**src/rtl/abus_pkg.sv**
```systemverilog
package abus_pkg;

    localparam int BUS_W   = 32;
    localparam int LANES   = BUS_W / 8;
    localparam int BEATS   = 16;
    localparam int BEAT_W  = $clog2(BEATS);

    localparam logic [1:0] SZ_LONG = 2'b00;
    localparam logic [1:0] SZ_BYTE = 2'b01;
    localparam logic [1:0] SZ_WORD = 2'b10;
    localparam logic [1:0] SZ_LINE = 2'b11;

    localparam logic [1:0] PW_32  = 2'b00;
    localparam logic [1:0] PW_8   = 2'b01;
    localparam logic [1:0] PW_16  = 2'b10;

    typedef enum logic [2:0] {
        ST_IDLE,
        ST_ADDR,
        ST_WAIT,
        ST_DATA,
        ST_GAP
    } abus_state_e;

endpackage

```
**src/rtl/abus_beat_calc.sv**
```systemverilog
module abus_beat_calc
    import abus_pkg::*;
(
    input  logic [1:0]        size,
    input  logic [1:0]        port,
    output logic [BEAT_W-1:0] beats_m1,
    output logic [LANES-1:0]  data_lanes,
    output logic              burst
);

    logic [2:0] size_log;
    logic [2:0] port_log;
    logic [2:0] ratio_log;

    always_comb begin
        case (size)
            SZ_BYTE: size_log = 3'd0;
            SZ_WORD: size_log = 3'd1;
            SZ_LONG: size_log = 3'd2;
            default: size_log = 3'd4;
        endcase
        case (port)
            PW_8:    port_log = 3'd0;
            PW_16:   port_log = 3'd1;
            default: port_log = 3'd2;
        endcase
        ratio_log = (size_log > port_log) ? (size_log - port_log) : 3'd0;
        beats_m1  = BEAT_W'((5'd1 << ratio_log) - 5'd1);
        burst     = (ratio_log != 3'd0);
        case (port)
            PW_8:    data_lanes = 4'b1000;
            PW_16:   data_lanes = 4'b1100;
            default: data_lanes = 4'b1111;
        endcase
    end

endmodule

```
**src/rtl/abus_lane_route.sv**
```systemverilog
module abus_lane_route
    import abus_pkg::*;
#(
    parameter bit MUXED = 1'b1
) (
    input  logic              addr_phase,
    input  logic              data_phase,
    input  logic              data_clock,
    input  logic              is_read,
    input  logic [LANES-1:0]  data_lanes,
    input  logic [BUS_W-1:0]  addr,
    input  logic [BUS_W-1:0]  wdata,
    input  logic [BUS_W-1:0]  ad_in,
    output logic [BUS_W-1:0]  ad_out,
    output logic [LANES-1:0]  ad_oe,
    output logic [BUS_W-1:0]  rdata
);

    logic [4:0]        shift;
    logic [BUS_W-1:0]  wplaced;

    always_comb begin
        if (data_lanes[0])      shift = 5'd0;
        else if (data_lanes[2]) shift = 5'd16;
        else                    shift = 5'd24;
        wplaced = wdata << shift;
        rdata   = (data_clock && is_read) ? (ad_in >> shift) : '0;
    end

    for (genvar l = 0; l < LANES; l++) begin : g_lane
        logic       use_data;
        logic       keep_addr;
        assign use_data  = data_phase && data_lanes[l];
        assign keep_addr = MUXED && (addr_phase || (data_phase && !data_lanes[l]));
        assign ad_oe[l]  = keep_addr || (use_data && !is_read);
        assign ad_out[8*l +: 8] = keep_addr ? addr[8*l +: 8] :
                                  (use_data && !is_read) ? wplaced[8*l +: 8] : 8'h00;
    end

endmodule

```
**src/rtl/abus_master.sv**
```systemverilog
module abus_master
    import abus_pkg::*;
#(
    parameter int NUM_CS      = 6,
    parameter bit MUXED       = 1'b1,
    parameter int WAIT_W      = 4,
    parameter int WAIT_CYCLES = 1
) (
    input  logic              clk,
    input  logic              rst_n,
    input  logic              req_start,
    input  logic [31:0]       req_addr,
    input  logic [1:0]        req_size,
    input  logic              req_read,
    input  logic [31:0]       beat_wdata,
    input  logic [NUM_CS-1:0] cs_hit,
    input  logic [1:0]        cs_port,
    output logic              busy,
    output logic              beat_ack,
    output logic              done,
    output logic [31:0]       rdata,
    output logic [31:0]       bus_ad_out,
    output logic [3:0]        bus_ad_oe,
    input  logic [31:0]       bus_ad_in,
    output logic [31:0]       bus_addr,
    output logic              bus_ale,
    output logic              bus_rw,
    output logic              bus_tbst_n,
    output logic [1:0]        bus_tsiz,
    output logic [NUM_CS-1:0] bus_cs_n
);

    localparam bit                NO_WAIT   = (WAIT_CYCLES == 0);
    localparam logic [WAIT_W-1:0] WAIT_LOAD = NO_WAIT ? '0 : WAIT_W'(WAIT_CYCLES - 1);

    typedef struct packed {
        abus_state_e        state;
        logic [BUS_W-1:0]   addr;
        logic [1:0]         size;
        logic               read;
        logic [NUM_CS-1:0]  cs;
        logic [LANES-1:0]   lanes;
        logic               burst;
        logic [BEAT_W-1:0]  beats_left;
        logic [WAIT_W-1:0]  wcnt;
    } abus_regs_t;

    abus_regs_t r_d, r_q;

    logic [BEAT_W-1:0] calc_beats_m1;
    logic [LANES-1:0]  calc_lanes;
    logic              calc_burst;

    abus_beat_calc u_calc (
        .size       (req_size),
        .port       (cs_port),
        .beats_m1   (calc_beats_m1),
        .data_lanes (calc_lanes),
        .burst      (calc_burst)
    );

    always_comb begin
        r_d = r_q;
        case (r_q.state)
            ST_IDLE: begin
                if (req_start) begin
                    r_d.state      = ST_ADDR;
                    r_d.addr       = req_addr;
                    r_d.size       = req_size;
                    r_d.read       = req_read;
                    r_d.cs         = cs_hit;
                    r_d.lanes      = calc_lanes;
                    r_d.burst      = calc_burst;
                    r_d.beats_left = calc_beats_m1;
                end
            end
            ST_ADDR: begin
                r_d.state = NO_WAIT ? ST_DATA : ST_WAIT;
                r_d.wcnt  = WAIT_LOAD;
            end
            ST_WAIT: begin
                if (r_q.wcnt == '0) r_d.state = ST_DATA;
                else                r_d.wcnt  = r_q.wcnt - 1'b1;
            end
            ST_DATA: begin
                if (r_q.beats_left == '0) begin
                    r_d.state = ST_GAP;
                end else begin
                    r_d.beats_left = r_q.beats_left - 1'b1;
                    r_d.state      = NO_WAIT ? ST_DATA : ST_WAIT;
                    r_d.wcnt       = WAIT_LOAD;
                end
            end
            ST_GAP:  r_d.state = ST_IDLE;
            default: r_d.state = ST_IDLE;
        endcase
    end

    always_ff @(posedge clk or negedge rst_n) begin
        if (!rst_n) begin
            r_q <= '{state: ST_IDLE, addr: '0, size: '0, read: 1'b1, cs: '0,
                     lanes: '0, burst: 1'b0, beats_left: '0, wcnt: '0};
        end else begin
            r_q <= r_d;
        end
    end

    logic in_xfer;
    logic data_phase;

    assign in_xfer    = (r_q.state == ST_ADDR) || (r_q.state == ST_WAIT) || (r_q.state == ST_DATA);
    assign data_phase = (r_q.state == ST_WAIT) || (r_q.state == ST_DATA);

    assign busy       = (r_q.state != ST_IDLE);
    assign beat_ack   = (r_q.state == ST_DATA);
    assign done       = (r_q.state == ST_GAP);
    assign bus_ale    = (r_q.state == ST_ADDR);
    assign bus_rw     = in_xfer ? r_q.read : 1'b1;
    assign bus_tbst_n = in_xfer ? !r_q.burst : 1'b1;
    assign bus_tsiz   = in_xfer ? r_q.size : 2'b00;
    assign bus_cs_n   = in_xfer ? ~r_q.cs : '1;
    assign bus_addr   = (!MUXED && in_xfer) ? r_q.addr : '0;

    abus_lane_route #(.MUXED(MUXED)) u_route (
        .addr_phase (r_q.state == ST_ADDR),
        .data_phase (data_phase),
        .data_clock (r_q.state == ST_DATA),
        .is_read    (r_q.read),
        .data_lanes (r_q.lanes),
        .addr       (r_q.addr),
        .wdata      (beat_wdata),
        .ad_in      (bus_ad_in),
        .ad_out     (bus_ad_out),
        .ad_oe      (bus_ad_oe),
        .rdata      (rdata)
    );

endmodule

```
**config.mk**
```make
export PLATFORM = sky130hd
export DESIGN_NAME = abus_master
export DESIGN_NICKNAME = d
export VERILOG_FILES = /design/src/rtl/abus_pkg.sv /design/src/rtl/abus_beat_calc.sv /design/src/rtl/abus_lane_route.sv /design/src/rtl/abus_master.sv
export SDC_FILE = /design/constraint.sdc
export NUM_CORES = 1
export LEC_CHECK = 0
export ABC_AREA = 1
export ABC_CLOCK_PERIOD_IN_PS = 1760
export BUFFER_PORTS_ARGS = -buffer_cell sky130_fd_sc_hd__buf_2
export CORE_MARGIN = 2
export CORE_UTILIZATION = 44
export DETAILED_ROUTE_END_ITERATION = 8
export PLACE_DENSITY_LB_ADDON = 0.1
export SLEW_MARGIN = 0
export SYNTH_ARGS = -nofsm -noshare
export SYNTH_HDL_FRONTEND = slang
export SYNTH_SLANG_ARGS = --single-unit
```
**constraint.sdc**
```tcl
create_clock -name clk -period 1.76 [get_ports clk]
set_input_delay 0.352 -clock clk [delete_from_list [all_inputs] [get_ports clk]]
set_output_delay 0.352 -clock clk [all_outputs]
set_load 0.01 [all_outputs]
```
# == After elaboration in Yosys (flattened, before gate mapping) ==
# Index checks and enable logic that the tools add are counted.
# classes
n_addsub,4
magnitude_cmp,1
eq_ne,12
shifts,3
n_mux,27
n_bitwise,1
n_reduce_logical,42
# ops
operator,count
8-bit two-way mux,9
53-bit two-way mux,1
32-bit two-way mux,1
32-bit by 5-bit << shifter with 32-bit output,1
32-bit by 5-bit >> shifter with 32-bit output,1
1-bit logical AND,13
3-bit case mux with 4 select lines,1
4-bit case mux with 3 select lines,1
"4-bit by 1-bit subtractor with 4-bit output, second input constant",3
1-bit logical OR,11
3-bit two-way mux,3
3-bit case mux with 3 select lines,1
3-bit nonzero test,3
4-bit zero test,2
4-bit two-way mux,2
"2-bit != test, second input constant",4
4-bit case mux with 2 select lines,1
"3-bit by 2-bit == test with 1-bit output, second input constant",2
1-bit zero test,6
6-bit two-way mux,1
6-bit inverter,1
3-bit case mux with 2 select lines,1
3-bit AND reduction,2
5-bit two-way mux,1
other kinds (14),18
# totals
reg_bits,57
in_bits,110
output_inout_bits,114
wordCells,99

# == Depth between registers and ports, before layout ==
# logic_depth
ltp_word,8
mapped_depth,16
ltp_nobuf,16

# == By module ==
# Synthesis repeated with hierarchy kept, for this count alone.
# unflattened
cells_unflattened,669
hier_area_um2,4423.0
# modules_own_cells
mod,instances,cells_per_inst,area_each_um2,seq_area_each_um2
abus_master,1,338,2969.1,1427.6
abus_lane_route,1,284,1184.9,0.0
abus_beat_calc,1,47,269.0,0.0

# == Worst setup path after synthesis ==
# No wires, ideal clock.
# synth_path
path_kind,in2reg
start,input cs_port[0]
end,register r_q[5] (netlist bit)
setup_time_ns,0.083
arrival_time_ns,2.052
required_ns,1.677
slack_ns,-0.375
stages,13
cell_sequence,inv_1 ha_1 ha_1 fa_1 inv_1 nor2_1 nand2_1 nand2_1 inv_1 ha_1 o22ai_1 nand2_1 o21ai_0
# synth_via
elab_chain_len,8
# synth_lines
element,line_no,rtl
start: declaration,abus_master.sv:17,"input logic [1:0] cs_port,"
2-bit == test / 2-bit by 1-bit == test with 1-bit output (equally long branches),abus_beat_calc.sv:22,case (port)
2-bit case mux with 2 select lines (*),abus_beat_calc.sv:22,
3-bit by 2-bit subtractor with 3-bit output / 3-bit by 2-bit > comparator with 1-bit output (equally long branches),abus_beat_calc.sv:27,ratio_log = (size_log > port_log) ? (size_log - port_log) : 3'd0;
3-bit two-way mux (*),abus_beat_calc.sv:27,
1-bit by 3-bit << shifter with 4-bit output (*),abus_beat_calc.sv:28,beats_m1 = BEAT_W'((5'd1 << ratio_log) - 5'd1);
4-bit by 1-bit subtractor with 4-bit output (*),abus_beat_calc.sv:28,
53-bit two-way mux (*),abus_master.sv:66,if (req_start) begin
4-bit case mux with 2 select lines (*),abus_master.sv:64,case (r_q.state)
end signal: assignment,abus_master.sv:101,"r_q <= '{state: ST_IDLE, addr: '0, size: '0, read: 1'b1, cs: '0,"
end signal: assignment,abus_master.sv:104,r_q <= r_d;
end: declaration,abus_master.sv:48,"abus_regs_t r_d, r_q;"
# Every way passes the cells marked *; elsewhere a longest branch is shown, timed or not. The select of a mux whose other input is x is not followed.
# A chain may end at the register's enable or synchronous reset.

# == Final worst setup path ==
# layout_path
start,register r_q[56] (netlist bit)
end,output bus_ad_out[25]
# layout_via
elab_chain_len,6
# layout_lines
element,line_no,rtl
3-bit by 2-bit == test with 1-bit output,abus_master.sv:112,assign data_phase = (r_q.state == ST_WAIT) || (r_q.state == ST_DATA);
1-bit logical OR,abus_master.sv:112,
1-bit logical AND,abus_lane_route.sv:33,assign use_data = data_phase && data_lanes[l];
1-bit logical AND,abus_lane_route.sv:37,(use_data && !is_read) ? wplaced[8*l +: 8] : 8'h00;
8-bit two-way mux,abus_lane_route.sv:37,
8-bit two-way mux (*),abus_lane_route.sv:36,assign ad_out[8*l +: 8] = keep_addr ? addr[8*l +: 8] :
end: declaration,abus_master.sv:22,"output logic [31:0] bus_ad_out,"
# Every way passes the cells marked *; elsewhere a longest branch is shown, timed or not.

==> flow_summary.html <==
<table>
<tr><th>Metric</th><th>Value</th></tr>
<tr><th colspan="2">Placed design</th></tr>
<tr><td>Final weighted congestion in routability-driven placement</td><td>between 0.9 and 1</td></tr>
<tr><td>Post-detailed-placement cell area</td><td>5180 sq um</td></tr>
<tr><td>Count of port buffers added during placement</td><td>191</td></tr>
<tr><td>Post-Place Cells</td><td>just over 800</td></tr>
<tr><td>Post-DP HPWL</td><td>10,500 microns</td></tr>
<tr><th colspan="2">Power</th></tr>
<tr><td>Switching power of the nets</td><td>0.00498 W</td></tr>
<tr><td>Fraction of power consumed by combinational cells</td><td>70.9%</td></tr>
<tr><td>Proportion of power drawn by the clock network</td><td>7.3%</td></tr>
<tr><td>Static leakage</td><td>about 3.2 nW</td></tr>
<tr><td>Worst-case vdd ir drop</td><td>around 840 uV</td></tr>
<tr><td>Switching fraction of total power</td><td>46.1%</td></tr>
<tr><td>Cell internal pwr</td><td>0.00582 W</td></tr>
<tr><td>Register share of total power</td><td>21.9%</td></tr>
<tr><td>P per Cell Area</td><td>1810 nW/um^2</td></tr>
<tr><th colspan="2">Logic synthesis</th></tr>
<tr><td>Cell type contributing the most total cell area after synthesis</td><td>dfrtp_1</td></tr>
<tr><td>Synth top area cells</td><td>dfrtp_1 36%, mux2_2 11%, nand2_1 11%, buf_4 6.6%, o21ai_0 5.7%</td></tr>
<tr><td>Share of the yosys chip area belonging to registers</td><td>36.3%</td></tr>
<tr><td>Count of state elements after synthesis</td><td>56</td></tr>
<tr><td>Mapped Avg Cell Area</td><td>7.78 sq um</td></tr>
<tr><td>Library cell with the highest instance count after synthesis</td><td>nand2_1</td></tr>
<tr><td>Number of synthesized flops with an enable pin</td><td>0</td></tr>
<tr><td>Async S/R FF share, synth</td><td>100%</td></tr>
<tr><td>Syn. warnings</td><td>0</td></tr>
<tr><td>Post-synth top cells</td><td>109 x nand2_1, 55 x dfrtp_1, 55 x nor2_1</td></tr>
<tr><td>Area fraction of the dominant cell type after synthesis</td><td>35.6%</td></tr>
<tr><td>Synth Cell Area</td><td>just under 4000 sq um</td></tr>
<tr><td>Top FF cell, synth</td><td>dfrtp_1</td></tr>
<tr><td>Netlist cell types</td><td>35</td></tr>
<tr><td>Count of mapped cells out of synthesis</td><td>497</td></tr>
<tr><th colspan="2">Floorplanning</th></tr>
<tr><td>Die area</td><td>9560 sq um</td></tr>
<tr><td>Die Ht</td><td>97.8 microns</td></tr>
<tr><td>Std-Cell Rows</td><td>34</td></tr>
<tr><td>Core area</td><td>8640 sq um</td></tr>
<tr><td>Die Span X</td><td>97.8 microns</td></tr>
<tr><td>Initial standard-cell utilization of the core</td><td>44.8%</td></tr>
<tr><td>I/O pin count</td><td>224</td></tr>
<tr><th colspan="2">STA</th></tr>
<tr><td>Fmax</td><td>465 MHz</td></tr>
<tr><td>Number of slew-limit violations in the final report</td><td>0</td></tr>
<tr><td>Final setup slack of the worst path</td><td>-0.392 ns</td></tr>
<tr><td>Final cycle utilization of the critical path</td><td>122%</td></tr>
<tr><td>Setup clock skew after layout</td><td>0.00911 ns</td></tr>
<tr><td>Setup repair after global routing missed its margin</td><td>true</td></tr>
<tr><td>Post-layout minimum cycle time</td><td>approximately 2.2 ns</td></tr>
<tr><td>Final hold viol count</td><td>0</td></tr>
<tr><td>Setup Viol. Count Final</td><td>80</td></tr>
<tr><th colspan="2">Clock tree</th></tr>
<tr><td>Clock sink count</td><td>56</td></tr>
<tr><td>Worst-path clk slew</td><td>about 0.12 ns</td></tr>
<tr><td>Clock Root Buffer</td><td>clkbuf_8</td></tr>
<tr><td>TritonCTS clock tree</td><td>done</td></tr>
<tr><td>Worst-skew pair later-pin latency</td><td>0.32 ns</td></tr>
<tr><td>Worst-case clock buffer depth</td><td>2</td></tr>
<tr><td>Number of buffers inserted during clock tree synthesis</td><td>5</td></tr>
<tr><td>H-tree lvl count</td><td>2</td></tr>
<tr><th colspan="2">Layout</th></tr>
<tr><td>Final non-filler cell area</td><td>~6000 sq um</td></tr>
<tr><td>Final core occ</td><td>between 60% and 70%</td></tr>
<tr><td>Layout cell share with drive strength beyond 1</td><td>52.1%</td></tr>
<tr><td>Register with the highest flop count</td><td>r_q</td></tr>
<tr><td>Net count reported at finish</td><td>866</td></tr>
<tr><td>Area Overhead vs Synth</td><td>54.4%</td></tr>
<tr><td>Max reg flops</td><td>56</td></tr>
<tr><td>Leading registers by flop count</td><td>r_q x56</td></tr>
<tr><td>Final non-filler cell total</td><td>about 860</td></tr>
<tr><th colspan="2">Route</th></tr>
<tr><td>Vias per cell</td><td>5.06</td></tr>
<tr><td>Met3 wire len</td><td>651 microns</td></tr>
<tr><td>DRT Pass-1 Iters</td><td>4</td></tr>
<tr><td>Starting DRC count in detailed routing</td><td>167</td></tr>
<tr><td>Routed met2 length</td><td>7670 microns</td></tr>
<tr><td>Routed via count</td><td>4,339</td></tr>
<tr><td>DRT Wirelength</td><td>13,800 microns</td></tr>
<tr><td>Remaining antenna violation count</td><td>0</td></tr>
<tr><td>Met1 wire length</td><td>5120 microns</td></tr>
<tr><td>Topmost layer with routed signal wires</td><td>met4</td></tr>
<tr><td>Average routed wire per standard cell</td><td>between 15 and 20 microns</td></tr>
<tr><td>Number of remaining DRC errors</td><td>0</td></tr>
<tr><th colspan="2">GRT</th></tr>
<tr><td>Number of antenna violations at the first check in global routing</td><td>0</td></tr>
<tr><td>Total routing usage reported by global routing</td><td>approximately 28%</td></tr>
<tr><td>Leftover overflow at the end of global routing</td><td>0</td></tr>
<tr><td>Via count of the first global-routing pass</td><td>4,388</td></tr>
<tr><td>Largest net degree at the start of global routing</td><td>36</td></tr>
<tr><td>First-pass GRT wire length</td><td>21,400 microns</td></tr>
<tr><th colspan="2">Worst setup path</th></tr>
<tr><td>Worst path arrival time</td><td>around 1.8 ns</td></tr>
<tr><td>Crit end category</td><td>output port</td></tr>
<tr><td>Largest fanout of any net on the critical path</td><td>4</td></tr>
<tr><td>Critical path launch point type</td><td>flip-flop</td></tr>
<tr><td>Type of the worst setup path</td><td>flip-flop to output port</td></tr>
<tr><td>Endpoint required time on the critical path</td><td>1.41 ns</td></tr>
<tr><th colspan="2">Job</th></tr>
<tr><td>Max_cap viols</td><td>0</td></tr>
<tr><th colspan="2">Run status</th></tr>
<tr><td>Violations in the final reports</td><td>negative setup slack</td></tr>
<tr><td>Status</td><td>finished, violations left</td></tr>
<tr><th colspan="2">Worst hold path</th></tr>
<tr><td>Type of the worst min-delay path</td><td>input pin to flip-flop</td></tr>
</table>
layer usage:
layer / up-vias / GRT usage, %
met5: - / 0
met4: 0 / 7.80
met3: 32 / 2.43
met2: 169 / 54.4
met1: 2066 / 32.0
li1: 2072 / -
worst paths after layout:
kind | start | to | slack, ns | depth (start not counted)
worst max-delay path | r_q[56] | bus_ad_out[25] | -0.39 | 8
worst min-delay path | req_addr[28] | r_q[50] | 0.25 | 2
worst max register to register | r_q[55] | r_q[34] | 0.13 | 6
worst min register to register | r_q[12] | r_q[12] | 0.49 | 2
max in group asynchronous | rst_n | r_q[19] | 0.77 | 3
min in group asynchronous | rst_n | r_q[55] | 0.40 | 2
power groups by stage:
stage | combinational, W | clock [W] | sequential (W)
3_3_place_gp | 0.00602 | 0 | 0.00231
4_1_cts | 0.00691 | 0.000810 | 0.00233
2_1_floorplan | 0.00371 | 0 | 0.00221
3_5_place_dp | 0.00609 | 0 | 0.00235
5_1_grt | 0.00830 | 0.000855 | 0.00244
6_report | 0.00765 | 0.000786 | 0.00236
placed cells by master (no fill, tap or decap), types with 2 or more instances in the layout:
cell type,Yosys,final
o21ai_1,3,22
o21ai_2,0,4
inv_1,54,46
o31ai_2,0,2
clkbuf_8,0,5
buf_2,7,178
nor2_4,5,14
mux2_2,38,38
buf_12,0,8
nand2_2,0,15
ha_4,0,3
o22ai_1,7,6
buf_6,1,20
inv_6,0,2
a21oi_2,0,4
dfrtp_2,0,3
dfrtp_1,55,52
a221oi_1,5,4
nand3_2,1,4
ha_1,8,5
nand3_1,17,14
a32o_1,4,4
conb_1,1,32
inv_2,3,9
buf_4,34,52
nor2_2,1,6
nand2_1,109,89
inv_8,0,2
nor2_1,55,41
nand2_4,0,4
nor3_1,3,2
a21oi_1,11,6
buf_8,0,2
o31ai_1,6,3
o211ai_1,6,6
o21ai_0,44,20
nand2_8,0,2
worst max-delay path: stages (launching register included):
cell and delay, ns:
dfrtp_1 0.42, buf_4 0.17, buf_4 0.14, nor3_2 0.17, buf_4 0.17, buf_12 0.11
o211ai_1 0.10, nand2_1 0.07, buf_2 0.13
stage by stage:
stage	setup WS, ns	hold slack, ns	power (W)	TNS [ns]
6_report	-0.392	0.250	0.0108	-21.30
4_1_cts	-0.367	0.239	0.0101	-19.95
5_1_grt	-0.485	0.249	0.0116	-28.44
3_5_place_dp	-0.564	0.211	0.00844	-2.68
3_3_place_gp	-0.488	0.206	0.00833	-1.91
2_1_floorplan	-0.274	0.0564	0.00591	-0.470
area by class of cell:
type	count	area, sq um
diodes	1	2.50
clock buffers	5	68.8
clock inverters	3	28.8
fillers	767	2660
inverters	57	224
multi-input cells	366	2400
flip-flops and latches	56	1410
well taps	108	135
repair buffers	261	1710
what timing repair did:
item | CTS | global route
setup endpoints to repair | 80 | 89
buffers inserted | 17 | 10
pin swaps | 17 | 14
gates cloned | 1 | 2
hold buffers | 1 | 0
resized for setup | 84 | 52
hold endpoints to repair | 5 | 0
kinds of logic after synthesis:
logic type	share of synthesized area, %
buffers and inverters	14.1
and+or+nand+nor	21.2
xor gates and xnor gates	0.227
adders and majority gates	3.11
DFF	36.3
muxes	11.1
AOI/OAI and AO/OA	14.0
other	0.0970
No activity file was read; power rests on OpenSTA's default activity.
